===== src/rtl/hpsel_pkg.sv =====
package hpsel_pkg;
  typedef enum logic [1:0] {
    PORT_NONE = 2'd0,
    PORT_1    = 2'd1,
    PORT_2    = 2'd2,
    PORT_3    = 2'd3
  } port_e;

  localparam logic [1:0] ADDR_EQ  = 2'd0;
  localparam logic [1:0] ADDR_PE  = 2'd1;
  localparam logic [1:0] ADDR_OUT = 2'd2;
  localparam logic [1:0] ADDR_DEB = 2'd3;

  localparam int CODE_W = 3;
  localparam logic [CODE_W-1:0] PIN_CODE_MAX = 3'd2;
  localparam logic [CODE_W-1:0] PE_REG_MAX   = 3'd4;

  typedef struct packed {
    port_e             sel;
    logic              p1;
    logic              p2;
    logic              p3;
    logic              aux;
    logic              ddc_sw;
    logic              ddc_buf;
    logic              data_oe;
    logic              term50;
    logic [CODE_W-1:0] eq;
    logic [CODE_W-1:0] pe;
  } ctl_out_t;

  function automatic logic [CODE_W-1:0] clamp_code(input logic [CODE_W-1:0] v,
                                                   input logic [CODE_W-1:0] lim);
    return (v > lim) ? lim : v;
  endfunction
endpackage


===== src/rtl/hpsel_debounce.sv =====
module hpsel_debounce #(
  parameter int N     = 3,
  parameter int DEB_W = 8
) (
  input  logic             clk,
  input  logic             rst_n,
  input  logic [N-1:0]     hpd_async,
  input  logic [DEB_W-1:0] limit,
  output logic [N-1:0]     hpd_stable
);
  logic [N-1:0]     s1_q, s2_q;
  logic [N-1:0]     cand_q, cand_d;
  logic [N-1:0]     stab_q, stab_d;
  logic [DEB_W-1:0] cnt_q, cnt_d;

  for (genvar g = 0; g < N; g++) begin : g_sync
    always_ff @(posedge clk or negedge rst_n) begin
      if (!rst_n) begin
        s1_q[g] <= 1'b0;
        s2_q[g] <= 1'b0;
      end else begin
        s1_q[g] <= hpd_async[g];
        s2_q[g] <= s1_q[g];
      end
    end
  end

  always_comb begin
    cand_d = cand_q;
    cnt_d  = cnt_q;
    stab_d = stab_q;
    if (s2_q != cand_q) begin
      cand_d = s2_q;
      cnt_d  = '0;
    end else if (cnt_q < limit) begin
      cnt_d = cnt_q + 1'b1;
    end else begin
      stab_d = cand_q;
    end
  end

  always_ff @(posedge clk or negedge rst_n) begin
    if (!rst_n) begin
      cand_q <= '0;
      cnt_q  <= '0;
      stab_q <= '0;
    end else begin
      cand_q <= cand_d;
      cnt_q  <= cnt_d;
      stab_q <= stab_d;
    end
  end

  assign hpd_stable = stab_q;
endmodule


===== src/rtl/hpsel_arbiter.sv =====
module hpsel_arbiter
  import hpsel_pkg::*;
(
  input  logic [2:0] hpd,
  input  logic [1:0] prio_code,
  output port_e      sel
);
  always_comb begin
    sel = PORT_NONE;
    unique case (prio_code)
      2'b00: begin
        if      (hpd[0]) sel = PORT_1;
        else if (hpd[1]) sel = PORT_2;
        else if (hpd[2]) sel = PORT_3;
      end
      2'b01: begin
        if      (hpd[0]) sel = PORT_1;
        else if (hpd[2]) sel = PORT_3;
        else if (hpd[1]) sel = PORT_2;
      end
      default: begin
        if      (hpd[2]) sel = PORT_3;
        else if (hpd[0]) sel = PORT_1;
        else if (hpd[1]) sel = PORT_2;
      end
    endcase
  end
endmodule


===== src/rtl/hpsel_cfg.sv =====
module hpsel_cfg
  import hpsel_pkg::*;
#(
  parameter int               DW        = 8,
  parameter int               DEB_W     = 8,
  parameter logic [DEB_W-1:0] DEB_RESET = 16
) (
  input  logic              clk,
  input  logic              rst_n,
  input  logic              wr_en,
  input  logic [1:0]        wr_addr,
  input  logic [DW-1:0]     wr_data,
  input  logic              mode_reg,
  input  logic [1:0]        pin_eq,
  input  logic [1:0]        pin_pe,
  input  logic              pin_term,
  output logic [CODE_W-1:0] eq_sel,
  output logic [CODE_W-1:0] pe_sel,
  output logic              term_sel,
  output logic              ddc_buf_sel,
  output logic [DEB_W-1:0]  deb_limit
);
  logic [CODE_W-1:0] eq_q, eq_d, pe_q, pe_d;
  logic              term_q, term_d, pass_q, pass_d;
  logic [DEB_W-1:0]  deb_q, deb_d;

  always_comb begin
    eq_d   = eq_q;
    pe_d   = pe_q;
    term_d = term_q;
    pass_d = pass_q;
    deb_d  = deb_q;
    if (wr_en) begin
      unique case (wr_addr)
        ADDR_EQ:  eq_d = wr_data[CODE_W-1:0];
        ADDR_PE:  pe_d = clamp_code(wr_data[CODE_W-1:0], PE_REG_MAX);
        ADDR_OUT: begin
          term_d = wr_data[0];
          pass_d = wr_data[1];
        end
        default:  deb_d = wr_data[DEB_W-1:0];
      endcase
    end
  end

  always_ff @(posedge clk or negedge rst_n) begin
    if (!rst_n) begin
      eq_q   <= '0;
      pe_q   <= '0;
      term_q <= 1'b0;
      pass_q <= 1'b0;
      deb_q  <= DEB_RESET;
    end else begin
      eq_q   <= eq_d;
      pe_q   <= pe_d;
      term_q <= term_d;
      pass_q <= pass_d;
      deb_q  <= deb_d;
    end
  end

  always_comb begin
    if (mode_reg) begin
      eq_sel      = eq_q;
      pe_sel      = pe_q;
      term_sel    = term_q;
      ddc_buf_sel = !pass_q;
    end else begin
      eq_sel      = clamp_code({1'b0, pin_eq}, PIN_CODE_MAX);
      pe_sel      = clamp_code({1'b0, pin_pe}, PIN_CODE_MAX);
      term_sel    = pin_term;
      ddc_buf_sel = 1'b1;
    end
  end

  assign deb_limit = deb_q;
endmodule


===== src/rtl/hpd_port_selector.sv =====
module hpd_port_selector
  import hpsel_pkg::*;
#(
  parameter int               DW        = 8,
  parameter int               DEB_W     = 8,
  parameter logic [DEB_W-1:0] DEB_RESET = 16
) (
  input  logic          clk,
  input  logic          rst_n,
  input  logic          mode_reg,
  input  logic          oe_n,
  input  logic [2:0]    hpd_in,
  input  logic [1:0]    prio_code,
  input  logic [1:0]    cab_det,
  input  logic          clk_active,
  input  logic [1:0]    pin_eq,
  input  logic [1:0]    pin_pe,
  input  logic          pin_term,
  input  logic          wr_en,
  input  logic [1:0]    wr_addr,
  input  logic [DW-1:0] wr_data,
  output logic [1:0]    sel_port,
  output logic          p1_en,
  output logic          p2_en,
  output logic          p3_en,
  output logic          aux_en,
  output logic          ddc_sw_en,
  output logic          ddc_buf_en,
  output logic          data_oe,
  output logic          term_50,
  output logic [2:0]    eq_code,
  output logic [2:0]    pe_code
);
  logic [2:0]        hpd_f;
  logic [DEB_W-1:0]  deb_limit;
  port_e             sel;
  logic [CODE_W-1:0] eq_sel, pe_sel;
  logic              term_sel, ddc_buf_sel;
  ctl_out_t          out_d, out_q;

  hpsel_debounce #(.N(3), .DEB_W(DEB_W)) u_deb (
    .clk(clk), .rst_n(rst_n), .hpd_async(hpd_in),
    .limit(deb_limit), .hpd_stable(hpd_f)
  );

  hpsel_arbiter u_arb (.hpd(hpd_f), .prio_code(prio_code), .sel(sel));

  hpsel_cfg #(.DW(DW), .DEB_W(DEB_W), .DEB_RESET(DEB_RESET)) u_cfg (
    .clk(clk), .rst_n(rst_n), .wr_en(wr_en), .wr_addr(wr_addr),
    .wr_data(wr_data), .mode_reg(mode_reg), .pin_eq(pin_eq),
    .pin_pe(pin_pe), .pin_term(pin_term), .eq_sel(eq_sel),
    .pe_sel(pe_sel), .term_sel(term_sel), .ddc_buf_sel(ddc_buf_sel),
    .deb_limit(deb_limit)
  );

  always_comb begin
    out_d = '0;
    if (!oe_n) begin
      out_d.sel = sel;
      unique case (sel)
        PORT_1: begin
          out_d.p1     = 1'b1;
          out_d.aux    = !cab_det[0];
          out_d.ddc_sw = cab_det[0];
        end
        PORT_2: begin
          out_d.p2     = 1'b1;
          out_d.aux    = !cab_det[1];
          out_d.ddc_sw = cab_det[1];
        end
        PORT_3: begin
          out_d.p3      = 1'b1;
          out_d.ddc_buf = ddc_buf_sel;
          out_d.ddc_sw  = !ddc_buf_sel;
          out_d.eq      = eq_sel;
          out_d.pe      = pe_sel;
          out_d.term50  = term_sel;
          out_d.data_oe = clk_active;
        end
        default: out_d.sel = PORT_NONE;
      endcase
    end
  end

  always_ff @(posedge clk or negedge rst_n) begin
    if (!rst_n) out_q <= '0;
    else        out_q <= out_d;
  end

  assign sel_port   = out_q.sel;
  assign p1_en      = out_q.p1;
  assign p2_en      = out_q.p2;
  assign p3_en      = out_q.p3;
  assign aux_en     = out_q.aux;
  assign ddc_sw_en  = out_q.ddc_sw;
  assign ddc_buf_en = out_q.ddc_buf;
  assign data_oe    = out_q.data_oe;
  assign term_50    = out_q.term50;
  assign eq_code    = out_q.eq;
  assign pe_code    = out_q.pe;
endmodule


===== config.mk =====
export PLATFORM = sky130hd
export DESIGN_NAME = hpd_port_selector
export DESIGN_NICKNAME = d
export VERILOG_FILES = /design/src/rtl/hpsel_pkg.sv /design/src/rtl/hpsel_debounce.sv /design/src/rtl/hpsel_arbiter.sv /design/src/rtl/hpsel_cfg.sv /design/src/rtl/hpd_port_selector.sv
export SDC_FILE = /design/constraint.sdc
export NUM_CORES = 1
export LEC_CHECK = 0
export CORE_UTILIZATION = 55
export DETAILED_ROUTE_END_ITERATION = 7
export PLACE_DENSITY = 0.81
export SYNTH_ARGS = -nofsm -noshare
export SYNTH_HDL_FRONTEND = slang
export SYNTH_SLANG_ARGS = --single-unit

===== constraint.sdc =====
create_clock -name clk -period 6.3 [get_ports clk]
set_clock_uncertainty 0.15 [all_clocks]
set_input_delay 1.26 -clock clk [delete_from_list [all_inputs] [get_ports clk]]
set_output_delay 1.26 -clock clk [all_outputs]
set_load 0.05 [all_outputs]

# [Yosys cells after proc, flatten, opt, wreduce, memory -nomap -nowiden]
# Index checks and enable logic that the tools add are counted.
[totals] register_bits=52 in_bits=28 wordCells=80
[classes] add_sub_neg=1 order_cmp=4 eq_ne=7 mux=26 bitwise_logic=3 reduce_logical=14
[op_table] cell="$mux 2" n=11
[op_table] cell="$mux 16" n=1
[op_table] cell="$mux 8" n=2
[op_table] cell="$reduce_and 2->1" n=5
[op_table] cell="$mux 3" n=3
[op_table] cell="$mux 9" n=1
[op_table] cell="$add 8x1->8 const B" n=1
[op_table] cell="$lt 8x8->1" n=1
[op_table] cell="$eq 2x1->1 const B" n=3
[op_table] cell="$eq 2x2->1 const B" n=3
[op_table] cell="$reduce_or 3->1" n=2
[op_table] cell="$mux 1" n=5
[op_table] cell="$gt 2x2->1 const B" n=2
[op_table] cell="$logic_not 1->1" n=4
[op_table] cell="$logic_not 2->1" n=2
[op_table] cell="$pmux 2 s2" n=1
[op_table] cell="$gt 3x3->1 const B" n=1
[op_table] cell="$ne 3x3->1" n=1
[op_table] cell="$not 1->1" n=3
[op_table] cell="$pmux 1 s3" n=1
[op_table] cell="$pmux 1 s2" n=1
[op_table] cell="$reduce_bool 2->1" n=1

# [Logic depth before layout (Yosys ltp)]
# Gate-level depths: netlist of the first run.
[depth] word_depth=8 ltp_mapped=8 mapped_depth_nobuf=8

# [By module]
# From an unflattened synthesis of the first run, not the netlist that was laid out.
[unflattened] hier_cells=189 area_unflattened_um2=2412.3
[by_module_without_submodules] module="hpsel_debounce" instances=1 cells_per_inst=89 area_per_inst_um2=1011.0
[by_module_without_submodules] module="hpsel_cfg" instances=1 cells_per_inst=51 area_per_inst_um2=740.7
[by_module_without_submodules] module="hpd_port_selector" instances=1 cells_per_inst=44 area_per_inst_um2=629.4
[by_module_without_submodules] module="hpsel_arbiter" instances=1 cells_per_inst=5 area_per_inst_um2=31.3

# [Worst setup path after synthesis of the first run]
# OpenSTA, ideal clock, no wires.
[synth_path] path_kind="input-to-reg" start="input prio_code[1]" end="register out_q, in the netlist aux_en" setup_time_ps=119 t_arrival_ps=2350 required_ps=6031 path_slack_ps=3681 cell_stages=8 n_path_buf=0 path_cell_list="nor2_1 -> nand2_1 -> a21oi_1 -> inv_1 -> ha_1 -> nor2b_1 -> nor2b_1 -> o21a_1"
[synth_rtl] element="start, declared" line="hpd_port_selector.sv:13" source="input logic [1:0] prio_code,"
[synth_rtl] element="end signal, assigned" line="hpd_port_selector.sv:87" source="else out_q <= out_d;"
[synth_rtl] element="end, declared" line="hpd_port_selector.sv:39" source="ctl_out_t out_d, out_q;"

==> results of run 1 <==
-- sequential cells by signal (all words and copies together), names as in the netlist, 2 cells and up --
| register | flops |
|---|---|
| u_deb.s1_q | 3 |
| u_deb.s2_q | 3 |
| u_cfg.pe_q | 3 |
| u_cfg.deb_limit | 8 |
| u_deb.hpd_stable | 3 |
| u_deb.cand_q | 3 |
| eq_code | 3 |
| u_cfg.eq_q | 3 |
| sel_port | 2 |
| u_deb.cnt_q | 8 |
| pe_code | 3 |
-- cell families after synthesis --
| family | after synthesis | synth area share |
|---|---|---|
| fa+ha+maj | 12 | 0.06655 |
| compound gates | 30 | 0.09152 |
| mux | 20 | 0.09817 |
| xor+xnor | 4 | 0.01553 |
| flops | 52 | 0.5774 |
| simple gates | 51 | 0.1220 |
| buf+inv | 17 | 0.02884 |
-- cell usage in the layout (no fill, tap or decap), drive strengths merged, types with 4 or more instances in the layout --
cell / n
inv: 13
ha: 12
nand2b: 4
a21oi: 10
nand2: 8
dfrtp: 51
mux2: 17
nor2b: 4
or3: 5
clkdlybuf4s50: 42
nand3: 6
o21ai: 9
nor2: 11
clkbuf: 6
-- metal layers --
layer | global-route usage | vias to the layer above | wire [µm] | share of wire
met3 | 0.05000 | 7 | 221 | 0.055
met4 | 0.06649 | 0 | 65 | 0.016
met2 | 0.3776 | 52 | 2079 | 0.52
met5 | 0 | - | 0 | 0
li1 | - | 741 | - | -
met1 | 0.2451 | 750 | 1655 | 0.41
-- worst min-delay path by stage --
stage / endpoint / from
final: u_deb.s2_q[2]$_DFF_PN0_ / u_deb.s1_q[2]$_DFF_PN0_
after global routing: u_deb.s2_q[2]$_DFF_PN0_ / u_deb.s1_q[2]$_DFF_PN0_
after CTS: u_deb.s2_q[2]$_DFF_PN0_ / u_deb.s1_q[2]$_DFF_PN0_
after detailed placement: u_deb.s2_q[2]$_DFF_PN0_ / u_deb.s1_q[2]$_DFF_PN0_
after global placement: u_deb.s2_q[1]$_DFF_PN0_ / u_deb.s1_q[1]$_DFF_PN0_
after floorplan: u_deb.s2_q[0]$_DFF_PN0_ / u_deb.s1_q[0]$_DFF_PN0_
-- power groups by stage --
stage / logic [mW] / clock network [mW] / registers [mW]
2_1_floorplan: 0.0700 / 0 / 0.403
3_3_place_gp: 0.132 / 0 / 0.387
3_5_place_dp: 0.139 / 0 / 0.389
4_1_cts: 0.140 / 0.201 / 0.382
5_1_grt: 0.151 / 0.214 / 0.386
6_report: 0.138 / 0.196 / 0.382
-- area by class of cell --
class / count / area [µm²]
timing repair buffer: 44 / 432.9
clock inverter: 2 / 13.76
multi-input combinational: 117 / 888.4
fill: 255 / 973.4
tap: 48 / 60.06
inverter: 12 / 45.04
clock buffer: 6 / 82.58
sequential: 52 / 1303
-- through the flow --
step                utilization  instance area [µm²]  cells  total power [mW]
CTS                      0.7437                 2825    281            0.7228
finish                   0.7437                 2825    281            0.7149
global route             0.7437                 2825    281            0.7515
floorplan                     -                 2256    186            0.4725
detailed placement       0.7184                 2729    273            0.5274
global placement         0.7184                 2729    273            0.5185
-- worst register-to-register path, stage by stage (launching register included) --
cell and delay, ns:
dfrtp_1 0.46, ha_1 0.34, a2111oi_4 0.31, o41ai_2 0.12, buf_4 0.19, or4_1 0.51, a21oi_1 0.15
==> out/metrics.csv, run 1 <==
stage;metric;value;unit
status;status;completed;
worst_setup_path;cp-startpoint;prio_code[1];
sta;fmax;339.8;MHz
floorplanning;core;3799;µm²
clock_tree;ctsResizeCount;0;
clock_tree;worstSkewPairLatency;0.30;ns
worst_setup_path;crit_path_end;pe_code[2]$_DFF_PN0_;
sta;hold_violations;0;
worst_setup_path;reg2reg_setup_slack;4.00;ns
finish;diodes;0;
worst_setup_path;path_depth;9;
sta;max_slew_margin;0.2650;
logic_synthesis;synth.most_common_cell;dfrtp_1;
clock_tree;cts_root_buf;clkbuf_8;
worst_setup_path;timing.rr.start;u_deb.cnt_q[1]$_DFFE_PN0N_;
logic_synthesis;synth_seq_cells;52;
logic_synthesis;yosysWarnings;0;
global_routing;track_usage;0.2099;
floorplanning;initial_core_util;0.5939;
pwr;leakage;1.298;nW
global_routing;grt_pass1_vias;1555;
global_routing;grt_first_pass_wirelength;6879;µm
clock_tree;cts.sinks;52;
detailed_routing;drc_errors;0;
detailed_routing;vias;1550;
worst_hold_path;hold_depth;0;
logic_synthesis;ys_top_cells_by_count;dfrtp_1 (51), ha_1 (12), inv_1 (11), nor2_1 (11), a21oi_1 (10);
pwr;internal_power;0.5198;mW
logic_synthesis;synth_area_leaders;dfrtp_1 (57%), ha_1 (6.7%), mux2_2 (4.5%);
worst_setup_path;crit_type;input pin to flip-flop;
clock_tree;cts_made_buffers;5;
logic_synthesis;syn_area;2256;µm²
sta;rsz0062_at_grt;no;
flow_run;maxCapViolCount;0;
logic_synthesis;synth_top_area_share;0.5657;
sta;worst_hold_slack;0.2057;ns
worst_setup_path;cp_cell_sequence;clkdlybuf4s50_1 -> nor2_1 -> nand2_1 -> a21oi_1 -> inv_1 -> ha_1 -> nand2b_1 -> inv_2 -> and3_1;
worst_setup_path;cp.arrival;2.99;ns
placement;hpwl;2957;µm
clock_tree;hold_buffers;0;
sta;fin_crit_sh;0.4671;
logic_synthesis;synth_cells;186;
pwr;clkPwrFrac;0.274;
placement;numPortBuffers;43;
logic_synthesis;synthArstFlopShare;1.000;
worst_setup_path;critPathBufInv;3;
pwr;power_density;253.0;nW/µm²
pwr;p_switching;0.1951;mW
finish;syn2layout_area_growth;25.24;%
floorplanning;die_y;66.05;µm
floorplanning;fp.dieW;66.05;µm
clock_tree;cts_tree;yes;
worst_setup_path;cp_top_family;buffers and inverters;
worst_setup_path;required;6.35;ns
sta;slew_violations;0;
worst_setup_path;slowest_delay;0.42;ns
logic_synthesis;synthesis.nets;226;
finish;drive_above_1_share;0.1030;
logic_synthesis;avgSynthCellArea;12.13;µm²
clock_tree;cts_htree_levels;2;
clock_tree;max-clock-path-buffers;2;
worst_setup_path;ff2ff_path_depth;6;
global_routing;grt_max_degree;53;
logic_synthesis;synth_largest_area_cell;dfrtp_1;
worst_setup_path;start_kind;input pin;
worst_setup_path;end_kind;flip-flop;
placement;place_ws;3.043;ns
logic_synthesis;synth-edff-count;0;
detailed_routing;detailedRoute.firstIterationViolations;60;
detailed_routing;drt_pass1_iterations;4;
clock_tree;cts_setup_buffers;0;
pwr;switching_share;0.2729;
global_routing;grt_overflow;0;
clock_tree;path_clk_slew;0.09;ns
logic_synthesis;ys_seq_area_frac;0.5774;
worst_setup_path;r2r-end;u_deb.cnt_q[7]$_DFFE_PN0N_;
floorplanning;io_pins;44;
detailed_routing;via_per_inst;5.516;
finish;fin_nets;272;
detailed_routing;drt-wirelength-per-cell;14.31;µm
floorplanning;die-area;4362;µm²
logic_synthesis;ys_types;35;
floorplanning;fp-row-count;22;
pwr;seqPwrFrac;0.534;
placement;place.gp.congestion;0.8244;
sta;fin_crit;2.943;ns
detailed_routing;ant_nets;0;
global_routing;antenna_found_initial;0;
worst_hold_path;min_path_type;flip-flop to flip-flop;
sta;final.setup.worst_slack;3.357;ns
logic_synthesis;ys.flop_type;dfrtp_1;
pwr;irDropWorstVdd;162.6;µV
sta;setup_tns;0;ns
worst_setup_path;cpMaxStageDelayCell;clkdlybuf4s50_1;
worst_setup_path;path_max_fanout;7;
sta;setup-violations-final;0;
sta;worstMarginPinSlew;1.102;ns
detailed_routing;wirelength;4022;µm
pwr;pwr-share-comb;0.193;
Power figures use the tool's default switching activity.
==> run 2: changes to the inputs <==
Settings changed: CORE_UTILIZATION 55 to 46, PLACE_DENSITY 0.81 to 0.72.
Clock period 6.3 ns to 2.6 ns, I/O delays scaled along.
==> run 2 against run 1 <==
  * Sequential share of layout area shrank 1.0 points
  * Power up 140%
  * Critical path type is now flip-flop to flip-flop
  * Cell count is 8.9% higher
  * Die area increased by 19%
  * Clock-buffer cell count fell by 1
==> out/metrics.csv, run 2 (synthesis results as in run 1) <==
stage;metric;value;unit;change
clock_tree;cts_root_buf;clkbuf_8;;
worst_setup_path;crit_type;flip-flop to flip-flop;;
clock_tree;path_clk_slew;0.09;ns;about the same
pwr;power_density;587.6;nW/µm²;+130%
sta;rsz0062_at_grt;no;;
flow_run;maxCapViolCount;0;;unchanged
sta;fmax;437.0;MHz;
finish;fin_util;0.6114;;-0.1324
clock_tree;cts_made_buffers;5;;unchanged
floorplanning;core;4723;µm²;+24%
floorplanning;fp.dieW;72.03;µm;+9.1%
floorplanning;die_y;72.03;µm;+9.1%
finish;mostFrequentLayoutCells;dfrtp_1 (51), clkdlybuf4s50_1 (42), ha_1 (12);;
sta;fin_crit;2.288;ns;
detailed_routing;drt_pass1_iterations;4;;unchanged
detailed_routing;drt-wirelength-per-cell;11.21;µm;-22%
pwr;switching_share;0.2706;;-0.002206
pwr;clkPwrFrac;0.260;;-0.014
global_routing;grt_first_pass_wirelength;6161;µm;-10%
worst_setup_path;path_max_fanout;8;;+1
finish;drive_above_1_share;0.1213;;+0.01833
finish;layout_commonest_cell;dfrtp_1;;
finish;diodes;0;;unchanged
worst_setup_path;end_kind;flip-flop;;
global_routing;grt_max_degree;24;;-55%
floorplanning;fp-row-count;25;;+14%
status;status;completed;;
detailed_routing;vias;1493;;-3.7%
detailed_routing;wirelength;3430;µm;-15%
clock_tree;cts_tree;yes;;
pwr;seqPwrFrac;0.544;;+0.010
worst_setup_path;cp.arrival;2.36;ns;-0.63 ns
pwr;p_switching;0.4593;mW;+140%
clock_tree;worstSkewPairLatency;0.30;ns;about the same
clock_tree;max-clock-path-buffers;2;;unchanged
clock_tree;cts_htree_levels;2;;unchanged
finish;fin_nets;278;;+2.2%
sta;fin_crit_sh;0.8801;;
sta;worstMarginPinSlew;0.4907;ns;-0.6118 ns
sta;slew_violations;0;;unchanged
global_routing;antenna_found_initial;0;;unchanged
detailed_routing;via_per_inst;4.879;;-12%
detailed_routing;ant_nets;0;;unchanged
placement;hpwl;2561;µm;-13%
placement;place.gp.congestion;0.8117;;-1.5%
finish;finalInstanceArea;2888;µm²;+2.2%
worst_setup_path;start_kind;flip-flop;;
placement;place_inst;297;;+8.8%
pwr;leakage;1.322;nW;+1.9%
floorplanning;io_pins;44;;unchanged
placement;dpl_cell_area;2790;µm²;+2.2%
finish;final_cells;306;;+8.9%
floorplanning;initial_core_util;0.4776;;-0.1163
global_routing;track_usage;0.1537;;-0.05623
detailed_routing;detailedRoute.firstIterationViolations;38;;-37%
worst_setup_path;required;2.67;ns;-3.68 ns
sta;max_slew_margin;0.6718;;+0.4068
pwr;irDropWorstVdd;310.8;µV;+91%
finish;syn2layout_area_growth;28.01;%;
sta;setup-violations-final;0;;unchanged
finish;fillerInstances;375;;+47%
global_routing;grt_overflow;0;;unchanged
pwr;pwr-share-comb;0.197;;+0.004
sta;setup_tns;0;ns;unchanged
pwr;design_power_total;1.697;mW;+140%
pwr;internal_power;1.238;mW;+140%
global_routing;grt_pass1_vias;1467;;-5.7%
placement;numPortBuffers;43;;unchanged
sta;hold_violations;0;;unchanged
worst_hold_path;min_path_type;flip-flop to flip-flop;;
clock_tree;cts.sinks;52;;unchanged
floorplanning;die-area;5188;µm²;+19%
detailed_routing;drc_errors;0;;unchanged
## run 2: changes by cell type in the layout (fill, tap and decap cells not counted)
cell and change:
clkinv_4 +1, inv_6 -1, buf_4 +5, clkinv_2 +1, dlygate4sd3_1 +1, clkbuf_8 -1
## run 2: what timing repair did
action | in CTS | in global routing
hold buffers | 1 | 0
resized for setup | 0 | 0
setup buffers | 0 | 0
endpoints found under the hold margin | 17 | 0
## run 2: path summary, 6_finish.rpt
check / startpoint / to / slack [ns] / depth (start not counted)
max: u_deb.cnt_q[1]$_DFFE_PN0N_ / u_deb.cnt_q[7]$_DFFE_PN0N_ / 0.31 / 6
min: u_deb.s1_q[1]$_DFF_PN0_ / u_deb.s2_q[1]$_DFF_PN0_ / 0.20 / 0
max reg2reg: u_deb.cnt_q[1]$_DFFE_PN0N_ / u_deb.cnt_q[7]$_DFFE_PN0N_ / 0.31 / 6
min reg2reg: u_deb.s1_q[1]$_DFF_PN0_ / u_deb.s2_q[1]$_DFF_PN0_ / 0.20 / 0
max in group asynchronous: rst_n / u_deb.cand_q[0]$_DFFE_PN0N_ / 1.16 / 3
min in group asynchronous: rst_n / data_oe$_DFF_PN0_ / 0.52 / 2
## run 2: critical path: stages (launching register included)
cell and delay [ns]:
dfrtp_1 0.46, ha_1 0.33, a2111oi_4 0.31, o41ai_2 0.13, buf_4 0.17, or4_1 0.50, a21oi_1 0.16
## run 2: cell type report
type	instances	area (µm²)	share of cell area
sequential	52	1303	0.4510
multi-input combinational	117	888.4	0.3076
timing repair buffer	50	480.5	0.1664
tap	67	83.83	0.02903
clock buffer	5	68.82	0.02383
inverter	12	45.04	0.01560
clock inverter	3	18.77	0.006499
## run 2: routing by layer
layer  global-route usage  vias to the layer above  wire [µm]
li1                     -                      749          -
met1               0.1740                      700       1513
met2               0.2704                       40       1706
met3              0.05278                        4        162
met4              0.05447                        0         47
met5                    0                        -          0
## run 2: power by group through the flow
stage | sequential, mW | combinational (mW) | clock, mW
6_report | 0.922 | 0.334 | 0.441
2_1_floorplan | 0.975 | 0.170 | 0
4_1_cts | 0.923 | 0.340 | 0.461
3_5_place_dp | 0.939 | 0.336 | 0
3_3_place_gp | 0.937 | 0.331 | 0
5_1_grt | 0.934 | 0.375 | 0.494
## run 2: per-stage QoR
step	worst slack, ns	hold slack (ns)
final	0.3118	0.2044
after global routing	0.2057	0.2133
after CTS	0.2944	0.2063
after detailed placement	0.3107	0.1847
after global placement	0.3517	0.1816
after floorplan	0.5686	0.07441
==> run 3: changes to the inputs <==
Settings changed: RECOVER_POWER set to 25.
==> run 3 against run 2 <==
  * Register-to-register slack about the same
  * Design area down 0.17%
  * Worst hold slack about the same
  * Wire length down 0.15%
  * Clock power about the same
  * Cell count unchanged
  * Power down 0.19%
  * Critical path type unchanged
  * Largest cell class unchanged
  * Largest power group unchanged
==> out/metrics.csv, run 3 (synthesis results as in run 1) <==
stage;metric;value;unit;change
status;status;completed;;
worst_setup_path;end_kind;flip-flop;;
detailed_routing;vias;1490;;-0.20%
detailed_routing;via_per_inst;4.869;;-0.20%
flow_run;maxCapViolCount;0;;unchanged
detailed_routing;wirelength;3425;µm;-0.15%
sta;worst_hold_slack;0.2044;ns;+0.000002000 ns
global_routing;track_usage;0.1537;;unchanged
clock_tree;cts_tree;yes;;
worst_setup_path;required;2.67;ns;about the same
pwr;irDropWorstVdd;309.5;µV;-0.40%
global_routing;grt_first_pass_wirelength;6161;µm;unchanged
clock_tree;cts_htree_levels;2;;unchanged
finish;syn2layout_area_growth;27.79;%;
detailed_routing;ant_nets;0;;unchanged
worst_hold_path;min_path_type;flip-flop to flip-flop;;
floorplanning;initial_core_util;0.4776;;unchanged
worst_setup_path;timing.rr.start;u_deb.cnt_q[1]$_DFFE_PN0N_;;
placement;place.gp.congestion;0.8117;;unchanged
sta;rsz0062_at_grt;no;;
sta;worstMarginPinSlew;0.8991;ns;+0.4084 ns
sta;slew_violations;0;;unchanged
sta;fin_crit_sh;0.8801;;about the same
detailed_routing;drc_errors;0;;unchanged
sta;setup_tns;0;ns;unchanged
clock_tree;path_clk_slew;0.09;ns;about the same
sta;fmax;437.0;MHz;about the same
worst_setup_path;path_max_fanout;8;;unchanged
sta;fin_crit;2.288;ns;+0.000008000 ns
finish;fillerInstances;374;;-0.27%
global_routing;grt_max_degree;24;;unchanged
floorplanning;fp-row-count;25;;unchanged
worst_setup_path;reg2reg_setup_slack;0.31;ns;about the same
finish;fin_nets;278;;unchanged
worst_setup_path;start_kind;flip-flop;;
worst_setup_path;cp.arrival;2.36;ns;about the same
floorplanning;die-area;5188;µm²;unchanged
clock_tree;ctsResizeCount;0;;unchanged
sta;setup-violations-final;0;;unchanged
clock_tree;cts_made_buffers;5;;unchanged
sta;hold_violations;0;;unchanged
finish;drive_above_1_share;0.1130;;-0.008368
sta;max_slew_margin;0.4006;;-0.2712
pwr;leakage;1.317;nW;-0.39%
finish;diodes;0;;unchanged
finish;layout_commonest_cell;dfrtp_1;;
clock_tree;worstSkewPairLatency;0.30;ns;about the same
placement;numPortBuffers;43;;unchanged
clock_tree;cts_setup_buffers;0;;unchanged
floorplanning;fp.dieW;72.03;µm;unchanged
clock_tree;max-clock-path-buffers;2;;unchanged
global_routing;antenna_found_initial;0;;unchanged
global_routing;grt_pass1_vias;1467;;unchanged
detailed_routing;drt-wirelength-per-cell;11.19;µm;-0.15%
worst_setup_path;cp-startpoint;u_deb.cnt_q[1]$_DFFE_PN0N_;;
worst_hold_path;holdCritStartpoint;u_deb.s1_q[1]$_DFF_PN0_;;
worst_setup_path;crit_type;flip-flop to flip-flop;;
floorplanning;core;4723;µm²;unchanged
floorplanning;io_pins;44;;unchanged
clock_tree;cts_root_buf;clkbuf_8;;
finish;mostFrequentLayoutCells;dfrtp_1 (51), clkdlybuf4s50_1 (38), ha_1 (12);;
global_routing;grt_overflow;0;;unchanged
detailed_routing;drt_pass1_iterations;4;;unchanged
placement;hpwl;2561;µm;unchanged
floorplanning;die_y;72.03;µm;unchanged
clock_tree;cts.sinks;52;;unchanged
detailed_routing;detailedRoute.firstIterationViolations;38;;unchanged
pwr;design_power_total;1.694;mW;-0.19%
pwr;power_density;587.6;nW/µm²;about the same
## run 3: cell types whose count changed in the layout (fill, tap and decap cells not counted), sizes merged
cell	delta
clkbuf	+2
dlygate4sd3	+4
buf	-2
clkdlybuf4s50	-4
## run 3: per-stage QoR
stage               utilization  std cells  area [µm²]  setup slack (ns)
global placement         0.5907        297        2790            0.3517
CTS                      0.6114        306        2888            0.2944
detailed placement       0.5907        297        2790            0.3107
finish                   0.6103        306        2883            0.3118
floorplan                     -        186        2256            0.5686
global route             0.6103        306        2883            0.1621
## run 3: per-layer routing
metal | routed length (µm) | GRT usage | vias to the layer above
met5 | 0 | 0 | -
met2 | 1708 | 0.2704 | 40
met1 | 1504 | 0.1740 | 696
met4 | 47 | 0.05447 | 0
met3 | 164 | 0.05278 | 4
li1 | - | - | 750
## run 3: area by class of cell
cell class	count	area [µm²]	area share
repair buffers	50	475.5	0.1649
clock buffers	5	68.82	0.02387
multi-input cells	117	888.4	0.3082
well taps	67	83.83	0.02908
clock inverters	3	18.77	0.006510
inverters	12	45.04	0.01563
flip-flops and latches	52	1303	0.4518
## run 3: what timing repair did
action | CTS | global route
endpoints found under the setup margin | 0 | 0
hold endpoints to repair | 17 | 0
hold buffers | 1 | 0
## run 3: critical path, cell delays in order, from the launching register on
cell	delay, ns
dfrtp_1	0.46
ha_1	0.33
a2111oi_4	0.31
o41ai_2	0.13
buf_4	0.17
or4_1	0.50
a21oi_1	0.16
## run 3: worst paths after layout
| check | cells after the start | end |
|---|---|---|
| setup / recovery | 6 | u_deb.cnt_q[7]$_DFFE_PN0N_ |
| hold / removal | 0 | u_deb.s2_q[1]$_DFF_PN0_ |
| setup reg to reg | 6 | u_deb.cnt_q[7]$_DFFE_PN0N_ |
| hold reg to reg | 0 | u_deb.s2_q[1]$_DFF_PN0_ |
| max in group asynchronous | 3 | u_cfg.deb_limit[1]$_DFFE_PN0P_ |
| min in group asynchronous | 2 | data_oe$_DFF_PN0_ |
## run 3: power by group
group          internal, mW  total [mW]  leakage, nW  switching, mW
registers             0.883       0.922        0.671         0.0389
logic                 0.164       0.331        0.598          0.167
clock network         0.188       0.440       0.0479          0.252
total                  1.24        1.69         1.32          0.458
